`src/rtl/es_pkg.sv`:
```
package es_pkg;
    localparam int BYTE_W = 8;
    localparam logic [BYTE_W-1:0] IDLE_BYTE = 8'hFF;

    typedef struct packed {
        logic [BYTE_W-1:0] shift;
        logic [2:0]        left;
        logic              bit_out;
        logic              started;
        logic              underflow;
    } ser_state_t;
endpackage

```
`src/rtl/es_nco.sv`:
```
module es_nco #(
    parameter int MODULUS = 1024000,
    localparam int RW = $clog2(MODULUS)
) (
    input  logic          clk,
    input  logic          rst_n,
    input  logic [RW-1:0] rate_in,
    output logic          ser_clk_o,
    output logic          tick_o
);
    localparam logic [RW:0]   MOD_V  = (RW+1)'(MODULUS);
    localparam logic [RW-1:0] HALF_V = RW'(MODULUS / 2);

    typedef struct packed {
        logic [RW-1:0] acc;
        logic [RW-1:0] rate;
    } nco_t;

    nco_t        nco_q, nco_d;
    logic [RW:0] sum;
    logic        wrap;

    always_comb begin
        nco_d = nco_q;
        sum   = {1'b0, nco_q.acc} + {1'b0, nco_q.rate};
        wrap  = (sum >= MOD_V);
        if (wrap) begin
            nco_d.acc = RW'(sum - MOD_V);
        end else begin
            nco_d.acc = sum[RW-1:0];
        end
    end

    always_ff @(posedge clk) begin
        if (!rst_n) begin
            nco_q.acc  <= '0;
            nco_q.rate <= rate_in;
        end else begin
            nco_q <= nco_d;
        end
    end

    assign ser_clk_o = (nco_q.acc < HALF_V);
    assign tick_o    = wrap;
endmodule

```
`src/rtl/es_fifo.sv`:
```
module es_fifo
    import es_pkg::*;
#(
    parameter int DEPTH = 64,
    localparam int AW = $clog2(DEPTH),
    localparam int CW = AW + 1
) (
    input  logic              clk,
    input  logic              rst_n,
    input  logic              wr_en,
    input  logic [BYTE_W-1:0] wr_byte,
    input  logic              pop,
    output logic [BYTE_W-1:0] rd_byte,
    output logic [CW-1:0]     fill,
    output logic              ovf
);
    localparam logic [AW-1:0] LAST_V = AW'(DEPTH - 1);
    localparam logic [CW-1:0] FULL_V = CW'(DEPTH);

    typedef struct packed {
        logic [AW-1:0] wp;
        logic [AW-1:0] rp;
        logic [CW-1:0] cnt;
        logic          ovf;
    } fifo_t;

    fifo_t             fifo_q, fifo_d;
    logic              accept;
    logic [BYTE_W-1:0] store [DEPTH];

    always_comb begin
        fifo_d = fifo_q;
        accept = wr_en && ((fifo_q.cnt != FULL_V) || pop);
        if (wr_en && !accept) begin
            fifo_d.ovf = 1'b1;
        end
        if (accept) begin
            fifo_d.wp = (fifo_q.wp == LAST_V) ? '0 : fifo_q.wp + 1'b1;
        end
        if (pop) begin
            fifo_d.rp = (fifo_q.rp == LAST_V) ? '0 : fifo_q.rp + 1'b1;
        end
        fifo_d.cnt = fifo_q.cnt + CW'(accept) - CW'(pop);
    end

    always_ff @(posedge clk) begin
        if (!rst_n) begin
            fifo_q <= '0;
        end else begin
            fifo_q <= fifo_d;
        end
    end

    always_ff @(posedge clk) begin
        if (accept) begin
            store[fifo_q.wp] <= wr_byte;
        end
    end

    assign rd_byte = store[fifo_q.rp];
    assign fill    = fifo_q.cnt;
    assign ovf     = fifo_q.ovf;
endmodule

```
`src/rtl/es_serializer.sv`:
```
module es_serializer
    import es_pkg::*;
#(
    parameter int DEPTH = 64,
    localparam int CW = $clog2(DEPTH) + 1
) (
    input  logic              clk,
    input  logic              rst_n,
    input  logic              tick,
    input  logic [CW-1:0]     fill,
    input  logic [BYTE_W-1:0] rd_byte,
    output logic              pop,
    output logic              ser_data,
    output logic              unf
);
    localparam logic [CW-1:0] START_V = CW'(DEPTH / 2);

    ser_state_t        ser_q, ser_d;
    logic [BYTE_W-1:0] next_byte;

    always_comb begin
        ser_d     = ser_q;
        pop       = 1'b0;
        next_byte = IDLE_BYTE;
        if (fill >= START_V) begin
            ser_d.started = 1'b1;
        end
        if (tick) begin
            if (ser_q.left == 3'd0) begin
                if (ser_q.started && (fill != '0)) begin
                    next_byte = rd_byte;
                    pop       = 1'b1;
                end else if (ser_q.started) begin
                    ser_d.underflow = 1'b1;
                end
                ser_d.bit_out = next_byte[BYTE_W-1];
                ser_d.shift   = {next_byte[BYTE_W-2:0], 1'b0};
                ser_d.left    = 3'd7;
            end else begin
                ser_d.bit_out = ser_q.shift[BYTE_W-1];
                ser_d.shift   = {ser_q.shift[BYTE_W-2:0], 1'b0};
                ser_d.left    = ser_q.left - 3'd1;
            end
        end
    end

    always_ff @(posedge clk) begin
        if (!rst_n) begin
            ser_q         <= '0;
            ser_q.bit_out <= 1'b1;
        end else begin
            ser_q <= ser_d;
        end
    end

    assign ser_data = ser_q.bit_out;
    assign unf      = ser_q.underflow;
endmodule

```
`src/rtl/rate_smoother.sv`:
```
module rate_smoother
    import es_pkg::*;
#(
    parameter int DEPTH   = 64,
    parameter int MODULUS = 1024000,
    localparam int RW = $clog2(MODULUS),
    localparam int CW = $clog2(DEPTH) + 1
) (
    input  logic              clk,
    input  logic              rst_n,
    input  logic [RW-1:0]     rate_word,
    input  logic              wr_valid,
    input  logic [BYTE_W-1:0] wr_byte,
    input  logic              idle_slot,
    output logic              ser_clk,
    output logic              ser_data,
    output logic              ovf_flag,
    output logic              unf_flag
);
    logic              tick;
    logic              pop;
    logic              wr_en;
    logic [CW-1:0]     fill;
    logic [BYTE_W-1:0] rd_byte;

    assign wr_en = wr_valid && !idle_slot;

    es_nco #(.MODULUS(MODULUS)) u_nco (
        .clk       (clk),
        .rst_n     (rst_n),
        .rate_in   (rate_word),
        .ser_clk_o (ser_clk),
        .tick_o    (tick)
    );

    es_fifo #(.DEPTH(DEPTH)) u_fifo (
        .clk     (clk),
        .rst_n   (rst_n),
        .wr_en   (wr_en),
        .wr_byte (wr_byte),
        .pop     (pop),
        .rd_byte (rd_byte),
        .fill    (fill),
        .ovf     (ovf_flag)
    );

    es_serializer #(.DEPTH(DEPTH)) u_ser (
        .clk      (clk),
        .rst_n    (rst_n),
        .tick     (tick),
        .fill     (fill),
        .rd_byte  (rd_byte),
        .pop      (pop),
        .ser_data (ser_data),
        .unf      (unf_flag)
    );
endmodule

```
`config.mk`:
```
export PLATFORM = sky130hd
export DESIGN_NAME = rate_smoother
export DESIGN_NICKNAME = d
export VERILOG_FILES = /design/src/rtl/es_pkg.sv /design/src/rtl/es_nco.sv /design/src/rtl/es_fifo.sv /design/src/rtl/es_serializer.sv /design/src/rtl/rate_smoother.sv
export SDC_FILE = /design/constraint.sdc
export NUM_CORES = 1
export LEC_CHECK = 0
export ABC_CLOCK_PERIOD_IN_PS = 12400
export BUFFER_PORTS_ARGS = -buffer_cell sky130_fd_sc_hd__buf_4
export CORE_ASPECT_RATIO = 1.1
export CORE_MARGIN = 2
export CORE_UTILIZATION = 45
export DETAILED_ROUTE_END_ITERATION = 7
export PLACE_DENSITY_LB_ADDON = 0.2
export SLEW_MARGIN = 10
export SYNTH_ARGS = -nofsm -noshare
export SYNTH_HDL_FRONTEND = slang
export SYNTH_SLANG_ARGS = --single-unit
```
`constraint.sdc`:
```
create_clock -name clk -period 12.4 [get_ports clk]
set_input_delay 1.86 -clock clk [delete_from_list [all_inputs] [get_ports clk]]
set_output_delay 1.86 -clock clk [all_outputs]
set_load 0.05 [all_outputs]
```
==> impl_metrics.prom <==
# TYPE chip_impl_metric gauge
chip_impl_metric{name="drt_iter0_markers",unit=""} 1243
chip_impl_metric{name="route.detailed.vias_per_inst",unit=""} 5.85
chip_impl_metric{name="power",unit="mW"} 4.94
chip_impl_metric{name="syn_area",unit="um^2"} 24300
chip_impl_metric{name="top_level_ports",unit=""} 36
chip_impl_metric{name="worst_pin_slew",unit="ns"} 1.19
chip_impl_metric{name="rows",unit=""} 89
chip_impl_metric{name="critical_path_required",unit="ns"} 12.63
chip_impl_metric{name="hold_ws",unit="ns"} 0.476
chip_impl_metric{name="final-max-slew-violation-count",unit=""} 0
chip_impl_metric{name="yosys_warns",unit=""} 0
chip_impl_info{name="grt_setup_unrepaired",value="no"} 1
chip_impl_metric{name="drv_cap",unit=""} 0
chip_impl_metric{name="final_hold_viol_count",unit=""} 0
chip_impl_metric{name="max-vdd-ir-drop",unit="mV"} 0.141
chip_impl_info{name="root_buffer",value="sky130_fd_sc_hd__clkbuf_16"} 1
chip_impl_metric{name="insertion_delay",unit="ns"} 0.63
chip_impl_metric{name="avgRoutedWirePerCell",unit="um"} 25.6
chip_impl_metric{name="globalRouteTotalUtil",unit=""} 0.203
chip_impl_metric{name="worst_reg2reg_path_length_in_cells",unit=""} 12
chip_impl_info{name="cp_slowest_cell",value="sky130_fd_sc_hd__nor3_1"} 1
chip_impl_info{name="final_cell_mix",value="532 x sky130_fd_sc_hd__edfxtp_1, 162 x sky130_fd_sc_hd__mux4_2, 68 x sky130_fd_sc_hd__buf_4, 60 x sky130_fd_sc_hd__clkbuf_16, 56 x sky130_fd_sc_hd__nand2_1"} 1
chip_impl_metric{name="power.density_cell_area",unit="nW/um^2"} 180
chip_impl_metric{name="postSynthCellCount",unit=""} 1315
chip_impl_metric{name="grt_pass1_vias",unit=""} 12700
chip_impl_info{name="critical_path.endpoint_type",value="flop"} 1
chip_impl_metric{name="power.leakage",unit="nW"} 8.57
chip_impl_metric{name="routed_wl",unit="mm"} 55.0
chip_impl_metric{name="hold-path-cell-count",unit=""} 2
chip_impl_info{name="min_path_type",value="reg2reg"} 1
chip_impl_metric{name="die_w",unit="um"} 226
chip_impl_metric{name="post-dp-hpwl",unit="mm"} 33.3
chip_impl_metric{name="die_height",unit="um"} 248
chip_impl_metric{name="gr-total-overflow",unit=""} 0
chip_impl_info{name="run_status",value="finished, final reports clean"} 1
chip_impl_metric{name="nets",unit=""} 1441
chip_impl_metric{name="grt_max_degree",unit=""} 90
chip_impl_info{name="critical_path.most_common_cell",value="sky130_fd_sc_hd__or4_1"} 1
chip_impl_info{name="dominantRegCellSynth",value="sky130_fd_sc_hd__edfxtp_1"} 1
chip_impl_metric{name="total_of_endpoints_with_negative_setup_slack_in_the_final_report",unit=""} 0
chip_impl_info{name="final_common_cell",value="sky130_fd_sc_hd__edfxtp_1"} 1
chip_impl_metric{name="final_layout_size_suffix_gt1_frac",unit=""} 0.250
chip_impl_metric{name="timing.final.ws_setup",unit="ns"} 6.68
chip_impl_metric{name="worstPathMaxFanout",unit=""} 59
chip_impl_metric{name="num_antenna_cells",unit=""} 0
chip_impl_metric{name="drtPass1Iterations",unit=""} 5
chip_impl_metric{name="route.detailed.drc",unit=""} 0
chip_impl_metric{name="numCtsBuffers",unit=""} 58
chip_impl_metric{name="htreeDepth",unit=""} 2
chip_impl_metric{name="timing.critical_path.arrival",unit="ns"} 5.95
chip_impl_metric{name="cts_setup_buffers",unit=""} 0
chip_impl_metric{name="floorplan.die_area",unit="um^2"} 56000
chip_impl_metric{name="grt_pass1_wl",unit="mm"} 83.3
chip_impl_metric{name="worst_slew_margin_rel",unit=""} 0.202
chip_impl_metric{name="hold_buffers",unit=""} 0
chip_impl_metric{name="slowest_delay",unit="ns"} 1.04
chip_impl_metric{name="post_synth_num_cell_types",unit=""} 65
chip_impl_metric{name="syn_avg_cell_area",unit="um^2"} 18.5
chip_impl_metric{name="initial_standard_cell_utilization_of_the_core",unit=""} 0.455
chip_impl_metric{name="clock_transition_at_path_regs",unit="ns"} 0.06
chip_impl_info{name="path_cells",value="ha_1, fa_1, a211oi_2, o21ai_0, xor2_1, or4_1, or4_1, o41a_1, o41ai_4, nand2_2, buf_4, nor3_1"} 1
chip_impl_metric{name="gpl.final_weighted_congestion",unit=""} 0.801
chip_impl_metric{name="yosysSeqAreaShare",unit=""} 0.705
chip_impl_metric{name="fin_clk_skew",unit="ns"} 0.0252
chip_impl_metric{name="area_delta_synth_final",unit="%"} 12.7
chip_impl_metric{name="synth_edf_count",unit=""} 532
chip_impl_metric{name="dp_worst_setup_slack",unit="ns"} 6.68
chip_impl_metric{name="portBuffers",unit=""} 35
chip_impl_metric{name="final_period_minus_worst_setup_slack",unit="ns"} 5.72
chip_impl_metric{name="fmaxAchievable",unit="MHz"} 175
chip_impl_metric{name="cts-resized-gates",unit=""} 0
chip_impl_metric{name="dr_total_vias",unit=""} 12500
chip_impl_metric{name="syn-num-nets",unit=""} 1385
chip_impl_metric{name="setup_total_negative_slack",unit="ns"} 0
chip_impl_metric{name="yosys_register_bits",unit=""} 591
chip_impl_info{name="setup.worst_path.class",value="reg2reg"} 1
chip_impl_metric{name="remaining_antenna_violation_count",unit=""} 0
chip_impl_metric{name="finalCritPeriodShare",unit=""} 0.461
chip_impl_metric{name="clock_path_buffers",unit=""} 3
chip_impl_metric{name="number_of_clock_sinks",unit=""} 591
chip_impl_info{name="setup.worst_path.start_class",value="flop"} 1
chip_impl_metric{name="fp.coreArea",unit="um^2"} 53600
chip_impl_metric{name="initial_antenna_violation_count",unit=""} 0
chip_impl_info{name="tritoncts",value="yes"} 1
chip_impl_metric{name="postSynth.asyncResetShare",unit=""} 0
metrics by stage:
step	std cells	area (um^2)	util
after floorplan	1315	24300	-
after global routing	2145	27400	0.512
after global placement	2038	25600	0.477
after CTS	2145	27400	0.512
final	2145	27400	0.512
after detailed placement	2039	25600	0.478
cell families (layout without fill, tap and decap cells):
logic type | count (synthesis) | in the layout | share of synthesized area
buffers and inverters | 92 | 194 | 0.0153
AO/OA/AOI/OAI | 130 | 130 | 0.0374
adder cells (fa/ha/maj) | 38 | 38 | 0.0201
flip-flops | 591 | 591 | 0.705
multiplexers | 191 | 191 | 0.162
XOR/XNOR | 18 | 18 | 0.00647
AND/OR/NAND/NOR | 255 | 255 | 0.0543
per-layer routing:
metal  vias up  global-route usage  share of wire
met2       374               0.334           0.49
li1       5499                   -              -
met4         0              0.0504          0.020
met5         -                   0              0
met1      6601               0.285           0.43
met3        70              0.0309          0.052
power breakdown:
| group | total, mW | internal [mW] | switching, mW |
|---|---|---|---|
| registers | 2.29 | 2.24 | 0.0540 |
| clock network | 1.73 | 0.989 | 0.737 |
| logic | 0.921 | 0.383 | 0.537 |
| total | 4.94 | 3.61 | 1.33 |
synthesized netlist by cell type (all sizes together), types with 4 or more instances:
library cell  number  share of area
a21o              12         0.0037
a21oi             39         0.0080
a311oi             4         0.0014
a31o               5         0.0018
a31oi              5         0.0013
and2              16         0.0041
and3              10         0.0026
buf               29         0.0056
clkbuf            44         0.0068
dfxtp             59          0.049
edfxtp           532           0.66
ha                36          0.018
inv               19         0.0029
mux2i             28          0.012
mux4             162           0.15
nand2             57         0.0088
nand2b             8         0.0021
nand3             14         0.0029
nand3b             5         0.0015
nand4              5         0.0013
nor2              38         0.0059
nor2b              5         0.0013
nor3              54          0.012
nor4              19         0.0049
o211ai             9         0.0028
o21ai             21         0.0043
o21bai             5         0.0015
or2                5         0.0013
or3                8         0.0021
xnor2             10         0.0036
xor2               8         0.0029
critical path: cells and delay by family (launching register included):
family                   cells  cell delay [ns]
AND/OR/NAND/NOR              4             2.30
XOR/XNOR                     1             0.17
adder cells (fa/ha/maj)      2             0.67
buffers and inverters        1             0.45
AO/OA/AOI/OAI                4             1.34
flip-flops                   1             0.36
registers in the layout (all words and copies together), names as in the netlist, named ones only:
name,count
u_fifo.fill,7
u_ser.unf,1
u_ser.ser_q,11
u_fifo.store,512
u_fifo.fifo_q,12
u_ser.ser_data,1
u_nco.nco_q,20
u_nco.nco_d,20
u_fifo.ovf,1
area by class of cell:
type	instances	area (um^2)
clock inverters	28	283
well taps	728	911
inverters	19	71.3
repair buffers	69	531
multi-input cells	632	6910
fillers	4229	26100
clock buffers	78	1570
flip-flops and latches	591	17200
path summary, 6_finish.rpt:
check,startpoint,to,slack (ns)
setup / recovery,u_nco.nco_d[0],u_fifo.store[17][7],6.68
hold / removal,u_ser.ser_q[7],u_ser.ser_q[7],0.48
setup reg to reg,u_nco.nco_d[0],u_fifo.store[17][7],6.68
hold reg to reg,u_ser.ser_q[7],u_ser.ser_q[7],0.48
Power figures use the tool's default switching activity.
